==> src/rtl/eg_tower_judge.sv <==
module eg_tower_judge #(
  parameter int EW = 8,
  parameter int FW = 4
) (
  input  logic             clk,
  input  logic             rst_n,
  input  logic             in_valid,
  input  logic [9*EW-1:0]  em_i,
  input  logic [9*EW-1:0]  had_i,
  input  logic [8:0]       fg_i,
  input  logic [FW-1:0]    frac_i,
  input  logic [EW+2:0]    corner_thr_i,
  output logic             out_valid,
  output logic             hit_o,
  output logic [EW-1:0]    rank_o,
  output logic             iso_o
);
  localparam int NT = 9;
  localparam int SW = EW + 3;
  localparam int PW = EW + FW;
  localparam logic [EW-1:0] RMAX = {EW{1'b1}};

  logic [EW-1:0] e [NT];
  logic [NT-1:0] good;

  genvar i;
  generate
    for (i = 0; i < NT; i++) begin : g_tow
      logic [PW-1:0] lhs, rhs;
      assign e[i]    = em_i[i*EW +: EW];
      assign lhs     = {had_i[i*EW +: EW], {FW{1'b0}}};
      assign rhs     = PW'(e[i]) * PW'(frac_i);
      assign good[i] = fg_i[i] && (lhs < rhs);
    end
  endgenerate

  logic [EW-1:0] mx_ns, mx_we, mx;
  logic [EW:0]   rsum;
  logic [EW-1:0] rsat;
  assign mx_ns = (e[1] > e[7]) ? e[1] : e[7];
  assign mx_we = (e[3] > e[5]) ? e[3] : e[5];
  assign mx    = (mx_ns > mx_we) ? mx_ns : mx_we;
  assign rsum  = {1'b0, e[4]} + {1'b0, mx};
  assign rsat  = rsum[EW] ? RMAX : rsum[EW-1:0];

  logic [SW-1:0] c_nw, c_ne, c_sw, c_se;
  assign c_nw = SW'(e[0]) + SW'(e[1]) + SW'(e[2]) + SW'(e[3]) + SW'(e[6]);
  assign c_ne = SW'(e[0]) + SW'(e[1]) + SW'(e[2]) + SW'(e[5]) + SW'(e[8]);
  assign c_sw = SW'(e[0]) + SW'(e[3]) + SW'(e[6]) + SW'(e[7]) + SW'(e[8]);
  assign c_se = SW'(e[2]) + SW'(e[5]) + SW'(e[6]) + SW'(e[7]) + SW'(e[8]);

  logic quiet, corner_ok;
  assign quiet     = &{good[8:5], good[3:0]};
  assign corner_ok = (c_nw < corner_thr_i) || (c_ne < corner_thr_i) ||
                     (c_sw < corner_thr_i) || (c_se < corner_thr_i);

  logic          s1_v, s1_hit, s1_iso;
  logic [EW-1:0] s1_rank;

  always_ff @(posedge clk) begin
    if (!rst_n) begin
      s1_v    <= 1'b0;
      s1_hit  <= 1'b0;
      s1_iso  <= 1'b0;
      s1_rank <= '0;
    end else begin
      s1_v    <= in_valid;
      s1_hit  <= good[4];
      s1_iso  <= quiet && corner_ok;
      s1_rank <= rsat;
    end
  end

  always_ff @(posedge clk) begin
    if (!rst_n) begin
      out_valid <= 1'b0;
      hit_o     <= 1'b0;
      rank_o    <= '0;
      iso_o     <= 1'b0;
    end else begin
      out_valid <= s1_v;
      hit_o     <= s1_hit;
      rank_o    <= s1_hit ? s1_rank : '0;
      iso_o     <= s1_hit && s1_iso;
    end
  end

  assert_iso_needs_hit_R7: assert property (@(posedge clk) disable iff (!rst_n)
    iso_o |-> hit_o);
  assert_rank_zero_nohit_R4: assert property (@(posedge clk) disable iff (!rst_n)
    !hit_o |-> rank_o == '0);
  assert_valid_latency_R8: assert property (@(posedge clk) disable iff (!rst_n)
    in_valid |=> ##1 out_valid);
  assert_idle_latency_R8: assert property (@(posedge clk) disable iff (!rst_n)
    !in_valid |=> ##1 !out_valid);
  assert_rank_floor_R3: assert property (@(posedge clk) disable iff (!rst_n)
    (out_valid && hit_o) |-> rank_o >= $past(em_i[4*EW +: EW], 2));
  assert_reset_clear_R9: assert property (@(posedge clk)
    !rst_n |=> (!out_valid && !hit_o && !iso_o));
endmodule

==> config.mk <==
export PLATFORM = sky130hd
export DESIGN_NAME = eg_tower_judge
export DESIGN_NICKNAME = d
export VERILOG_FILES = /design/src/rtl/eg_tower_judge.sv
export SDC_FILE = /design/constraint.sdc
export NUM_CORES = 1
export LEC_CHECK = 0
export ABC_AREA = 1
export BUFFER_PORTS_ARGS = -buffer_cell sky130_fd_sc_hd__buf_2
export CORE_MARGIN = 2
export CORE_UTILIZATION = 30
export DETAILED_ROUTE_END_ITERATION = 10
export GPL_ROUTABILITY_DRIVEN = 0
export PLACE_DENSITY = 0.56
export SYNTH_ARGS = -nofsm -noshare
export SYNTH_HDL_FRONTEND = slang
export SYNTH_SLANG_ARGS = --single-unit
==> constraint.sdc <==
create_clock -name clk -period 5.55 [get_ports clk]
set_input_delay 0 -clock clk [delete_from_list [all_inputs] [get_ports clk]]
set_output_delay 0 -clock clk [all_outputs]
set_load 0.05 [all_outputs]
==> impl_metrics.json, run 1 <==
{
  "instances_no_fill": 3213,
  "finalHoldViolations": 0,
  "fin_skew_ns": 0.007291,
  "path_delay_family": "adder cells",
  "p_clk_frac": 0.033,
  "critical_path_class": "in -> reg",
  "drt_iter0_markers": 803,
  "multiInputGateArea_sq_um": 13560,
  "rows": 85,
  "synthDistinctLibCells": 41,
  "routed.top_layer": "met5",
  "crit_path_start_kind": "primary input",
  "worst-path-max-fanout": 41,
  "crit_required_ns": 5.74,
  "synth_top_flop_cell": "dfxtp_1",
  "seq_area_sq_um": 440.4,
  "min_period_ns": 4.548,
  "comb_power_share": 0.925,
  "clk_pin_slew_ns": 0.06,
  "cts-root-buf": "clkbuf_16",
  "cp_common_cell": "nand2_1",
  "vdd_drop_max_mv": 0.1530,
  "viasPerCell": 4.538,
  "cts-resized-gates": 0,
  "overflow": 0,
  "path_depth": 26,
  "timing.final.ws_setup_ns": 1.002,
  "timing.rr.start": "s1_hit$_SDFF_PN0_",
  "cts_htree_levels": 1,
  "diodes": 0,
  "grt_pass1_wl_mm": 77.73,
  "areaGrowthSynthToFinish_pct": 11.35,
  "p_leak_nw": 11.22,
  "power.total_mw": 4.553,
  "syn_nets": 3035,
  "numPortBuffers": 181,
  "antenna_found_initial": 2,
  "final_nets": 3205,
  "netlist_area_sq_um": 16350,
  "fillerInstances": 5945,
  "syn_area_per_cell_sq_um": 6.962,
  "max_stage_delay_ns": 0.69,
  "crit_buf_inv": 4,
  "cts_sinks": 22,
  "max_slew.worst_pin.slew_ns": 0.9418,
  "r2r_slack_ns": 4.72,
  "status": "finished clean",
  "rsz0062_at_grt": "no",
  "drcViolationCount": 0,
  "crit_start": "frac_i[2]",
  "dieArea_sq_um": 56390,
  "postSynthCellCount": 2349,
  "track_usage": 0.1758,
  "vias": 14580,
  "synth_edf_count": 0,
  "die_w_um": 237.5,
  "ys_ff_latch": 22,
  "finalWirelength_mm": 49.09,
  "pre_cts_slack_ns": 0.6990,
  "die_h_um": 237.5,
  "setup_tns_ns": 0,
  "rr_worst_depth": 2,
  "placedInstanceArea_sq_um": 18120,
  "power_switching_mw": 2.574,
  "yosysWarnings": 0,
  "mostFrequentLayoutCells": "inv_1, nand2_1, ha_1",
  "utilization": 0.3384,
  "slowest_stage": "buf_2",
  "firstDrtPassIters": 5,
  "m1WireLength_mm": 24.07,
  "yosysSeqAreaShare": 0.02693,
  "wl_per_cell_um": 15.28,
  "cts_tree": "yes",
  "grt_pass1_vias": 14100,
  "dp.cells": 3209,
  "cap_violations": 0,
  "regToRegEndpoint": "rank_o[0]$_SDFF_PN0_",
  "power.density_nw_per_um2": 250.0,
  "drv_slew": 0,
  "core_area_sq_um": 53810,
  "period_share": 0.8194,
  "finalInstanceArea_sq_um": 18210,
  "internal-power_mw": 1.979,
  "crit_path_end": "s1_iso$_SDFF_PN0_",
  "holdCritPathClass": "in -> reg",
  "end_kind": "register",
  "slew_headroom": 0.3721,
  "mostFrequentLayoutCell": "inv_1",
  "post-dp-hpwl_mm": 43.13,
  "met3_length_mm": 2.605,
  "grt_start_max_net_pins": 42,
  "clockBufferDepth": 2,
  "met2WireLength_mm": 21.97,
  "setup_viol": 0,
  "drive_above_1_share": 0.08820,
  "p_sw_frac": 0.5653,
  "start_util": 0.3039,
  "critPathArrivalTime_ns": 4.74,
  "fmax_ghz": 0.2199,
  "ant_nets": 0,
  "io_pins": 182,
  "clk-insertion-delay-late_ns": 0.25,
  "cts_buffers": 3,
  "fin_hold_ws_ns": 0.04444,
  "p_seq_frac": 0.042,
  "async_flop_share": 0
}
==> layer usage <==
metal	GRT usage	vias to the layer above
met2	0.2954	278
met5	0	-
met3	0.02125	26
li1	-	7561
met1	0.2503	6711
met4	0.01448	4
==> area by class of cell <==
cell class / instances / area share
clock buffers: 3 / 0.004123
repair buffers: 199 / 0.05730
well taps: 696 / 0.04782
flip-flops and latches: 22 / 0.02419
multi-input cells: 1702 / 0.7447
inverters: 591 / 0.1218
==> power groups by stage <==
stage,Sequential [mW],Clock [mW],Combinational (mW)
floorplan,0.202,0,3.19
global placement,0.194,0,4.20
detailed placement,0.195,0,4.20
CTS,0.191,0.158,4.24
global route,0.193,0.163,4.93
finish,0.190,0.152,4.21
==> kinds of logic (layout without fill, tap and decap cells) <==
| family | count (synthesis) | after routing | synth area share |
|---|---|---|---|
| adders and majority gates | 515 | 515 | 0.4776 |
| and+or+nand+nor | 836 | 836 | 0.2106 |
| buffers and inverters | 625 | 793 | 0.1438 |
| AOI/OAI and AO/OA | 250 | 250 | 0.08699 |
| DFF | 22 | 22 | 0.02693 |
| xor gates and xnor gates | 101 | 101 | 0.05409 |
==> synthesized netlist by cell type, types with 2 or more instances <==
cell	number	area [sq um]
o21a_1	2	15.01
xnor2_1	53	464.2
a21oi_1	147	735.7
nand3_1	80	400.4
o21ai_1	10	50.05
dfxtp_1	22	440.4
o211ai_2	2	25.02
inv_1	590	2215
fa_1	182	3643
a31oi_1	3	18.77
o211ai_1	11	82.58
clkbuf_1	26	97.59
nor3_1	3	15.01
nand2_1	589	2211
buf_1	4	15.01
o21ai_2	3	26.28
a21o_1	8	60.06
buf_2	4	20.02
nand4_1	24	150.1
xor2_1	48	420.4
nor3b_1	2	15.01
o21ai_0	39	195.2
ha_1	333	4167
nand2_2	6	37.54
nor2_1	112	420.4
nand3b_1	13	97.59
o21bai_1	19	142.6
==> tightest hold or removal path, cell delays in order <==
cell	delay (ns)
buf_2	0.16
nand2_1	0.07
inv_1	0.03
==> worst min path at each step <==
stage / slack, ns / cells past startpoint / endpoint / start
after floorplan: 0.1 / 2 / s1_v$_SDFF_PN0_ / in_valid
after detailed placement: 0.19 / 3 / s1_v$_SDFF_PN0_ / in_valid
after global placement: 0.18 / 3 / s1_v$_SDFF_PN0_ / in_valid
after global routing: 0.05 / 3 / s1_v$_SDFF_PN0_ / rst_n
after CTS: 0.05 / 3 / s1_v$_SDFF_PN0_ / rst_n
final: 0.04 / 3 / s1_v$_SDFF_PN0_ / rst_n
==> state kept, by name (all words and copies together), names as in the netlist <==
register	cells
hit_o	1
iso_o	1
out_valid	1
rank_o	8
s1_hit	1
s1_iso	1
s1_rank	8
s1_v	1
==> timing repair <==
item / in CTS / in global routing
hold buffers: 1 / 0
hold endpoints to repair: 1 / 0
buffers inserted: 0 / 0
No activity file was read; power rests on OpenSTA's default activity.
==> inputs of run 2 (changes only) <==
Clock period 5.55 ns to 4.4 ns, I/O delays scaled along.
==> run 2 against run 1 <==
Compared with the run above:
- core utilization rose by 1.6 points
- sequential power rose by 26%
- clock-buffer cell count did not move
- clock power up 71%
- largest cell class unchanged
==> impl_metrics.json, run 2 (synthesis gave the netlist of run 1 again) <==
{
  "status": "finished clean",
  "reg_top3": "rank_o (8), s1_rank (8)",
  "io_pins": 182,
  "dieArea_sq_um": 56390,
  "finalHoldViolations": 0,
  "vdd_drop_max_mv": 0.1790,
  "cts_buffers": 3,
  "worst-path-max-fanout": 6,
  "fmax_ghz": 0.2389,
  "drive_above_1_share": 0.1257,
  "crit_start": "em_i[25]",
  "cts_tree": "yes",
  "crit_buf_inv": 4,
  "clockBufferDepth": 2,
  "vias": 14850,
  "rows": 85,
  "clk-insertion-delay-late_ns": 0.26,
  "cts_htree_levels": 1,
  "max_stage_delay_ns": 0.52,
  "drv_slew": 0,
  "grt_pass1_wl_mm": 79.81,
  "crit_required_ns": 4.56,
  "setup_viol": 0,
  "viasPerCell": 4.490,
  "firstDrtPassIters": 5,
  "end_kind": "register",
  "slew_headroom": 0.7191,
  "die_h_um": 237.5,
  "wl_per_cell_um": 15.32,
  "timing.final.ws_setup_ns": 0.2147,
  "timing.rr.start": "s1_hit$_SDFF_PN0_",
  "cts-root-buf": "clkbuf_16",
  "finalWirelength_mm": 50.67,
  "cap_violations": 0,
  "track_usage": 0.1818,
  "r2r_slack_ns": 3.58,
  "rsz0062_at_grt": "yes",
  "clk_pin_slew_ns": 0.07,
  "max_slew.worst_pin.slew_ns": 0.4201,
  "critical_path_class": "in -> reg",
  "areaGrowthSynthToFinish_pct": 16.52,
  "fin_skew_ns": 0.01102,
  "crit_chain": "buf_2 > inv_1 > fa_1 > fa_1 > fa_1 > inv_1 > ha_1 > fa_1 > a21oi_1 > o21bai_1 > nand2_1 > o311ai_0 > xor2_1 > ha_1 > nand2_1 > nor2_1 > nand3_1 > nand3_1 > nand2_1 > inv_1 > nand2_1 > nand4_1 > nor2_1",
  "fillerInstances": 5909,
  "cts_sinks": 22,
  "drt_iter0_markers": 744,
  "min_period_ns": 4.185,
  "rr_worst_depth": 2,
  "mostFrequentLayoutCell": "nand2_1",
  "p_leak_nw": 11.70,
  "post-dp-hpwl_mm": 45.21,
  "grt_pass1_vias": 14780,
  "drcViolationCount": 0,
  "die_w_um": 237.5,
  "overflow": 0,
  "setup_tns_ns": 0,
  "period_share": 0.9512,
  "crit_path_end": "s1_iso$_SDFF_PN0_",
  "power.density_nw_per_um2": 323.7,
  "path_delay_family": "adder cells",
  "numPortBuffers": 181,
  "final_nets": 3297,
  "core_area_sq_um": 53810,
  "holdCritPathClass": "in -> reg",
  "pre_cts_slack_ns": -0.1891,
  "critPathArrivalTime_ns": 4.35,
  "path_depth": 23,
  "start_util": 0.3039,
  "grt_start_max_net_pins": 67,
  "regToRegEndpoint": "rank_o[0]$_SDFF_PN0_",
  "slowest_stage": "fa_1",
  "antenna_found_initial": 7,
  "mostFrequentLayoutCells": "nand2_1, inv_1, ha_1",
  "crit_path_start_kind": "primary input",
  "ant_nets": 0
}
[run 2: cell types whose count changed in the layout (fill, tap and decap cells not counted), sizes merged]
cell / previous run / this run
buf: 198 / 290
diode: 0 / 1
bufinv: 0 / 1
[run 2: routing by layer]
metal / wire, um / track usage
met5: 101 / 0
met4: 717 / 0.02420
met3: 2994 / 0.03124
met2: 22120 / 0.2988
met1: 24740 / 0.2551
[run 2: worst min-delay path by stage]
stage,startpoint,to,slack (ns),cells after the start
after global routing,rst_n,out_valid$_SDFF_PN0_,0.06,3
final,rst_n,out_valid$_SDFF_PN0_,0.04,3
after global placement,in_valid,s1_v$_SDFF_PN0_,0.19,3
after CTS,rst_n,out_valid$_SDFF_PN0_,0.04,3
after detailed placement,in_valid,s1_v$_SDFF_PN0_,0.19,3
after floorplan,in_valid,s1_v$_SDFF_PN0_,0.1,2
[run 2: metrics by stage]
step           cell area (sq um)  hold slack (ns)    util  total power [mW]  instances
2_1_floorplan              16350          0.09763       -             4.273       2349
3_3_place_gp               18860           0.1853  0.3504             5.827       3300
3_5_place_dp               18860           0.1925  0.3504             5.827       3300
4_1_cts                    18970          0.04112  0.3526             6.130       3305
5_1_grt                    19050          0.05751  0.3540             7.083       3306
6_report                   19050          0.04241  0.3541             6.169       3307
[run 2: cell type report]
cell class                 count  area, sq um  share of cell area
sequential                    22        440.4             0.02311
tap                          696        870.8             0.04570
clock buffer                   3        75.07            0.003940
timing repair buffer         291         1784             0.09364
clock inverter                 1        30.03            0.001576
antenna                        1        2.502           0.0001313
inverter                     591         2218              0.1164
multi-input combinational   1702        13630              0.7155
[run 2: what timing repair did]
action / CTS / global route
hold buffers: 1 / 0
resized for setup: 0 / 14
endpoints found under the hold margin: 1 / 0
endpoints found under the setup margin: 0 / 4
buffers inserted: 0 / 1
[run 2: tightest hold or removal path: cells and delay by family]
| kind | cells | cell delay, ns |
|---|---|---|
| buf+inv | 2 | 0.18 |
| simple gates | 1 | 0.07 |
[run 2: where the power goes]
part | internal (mW) | switching, mW | total (mW) | leakage [nW]
logic | 2.43 | 3.23 | 5.67 | 11.5
clock network | 0.181 | 0.0793 | 0.260 | 0.0511
registers | 0.233 | 0.00798 | 0.240 | 0.181
total | 2.85 | 3.32 | 6.17 | 11.7
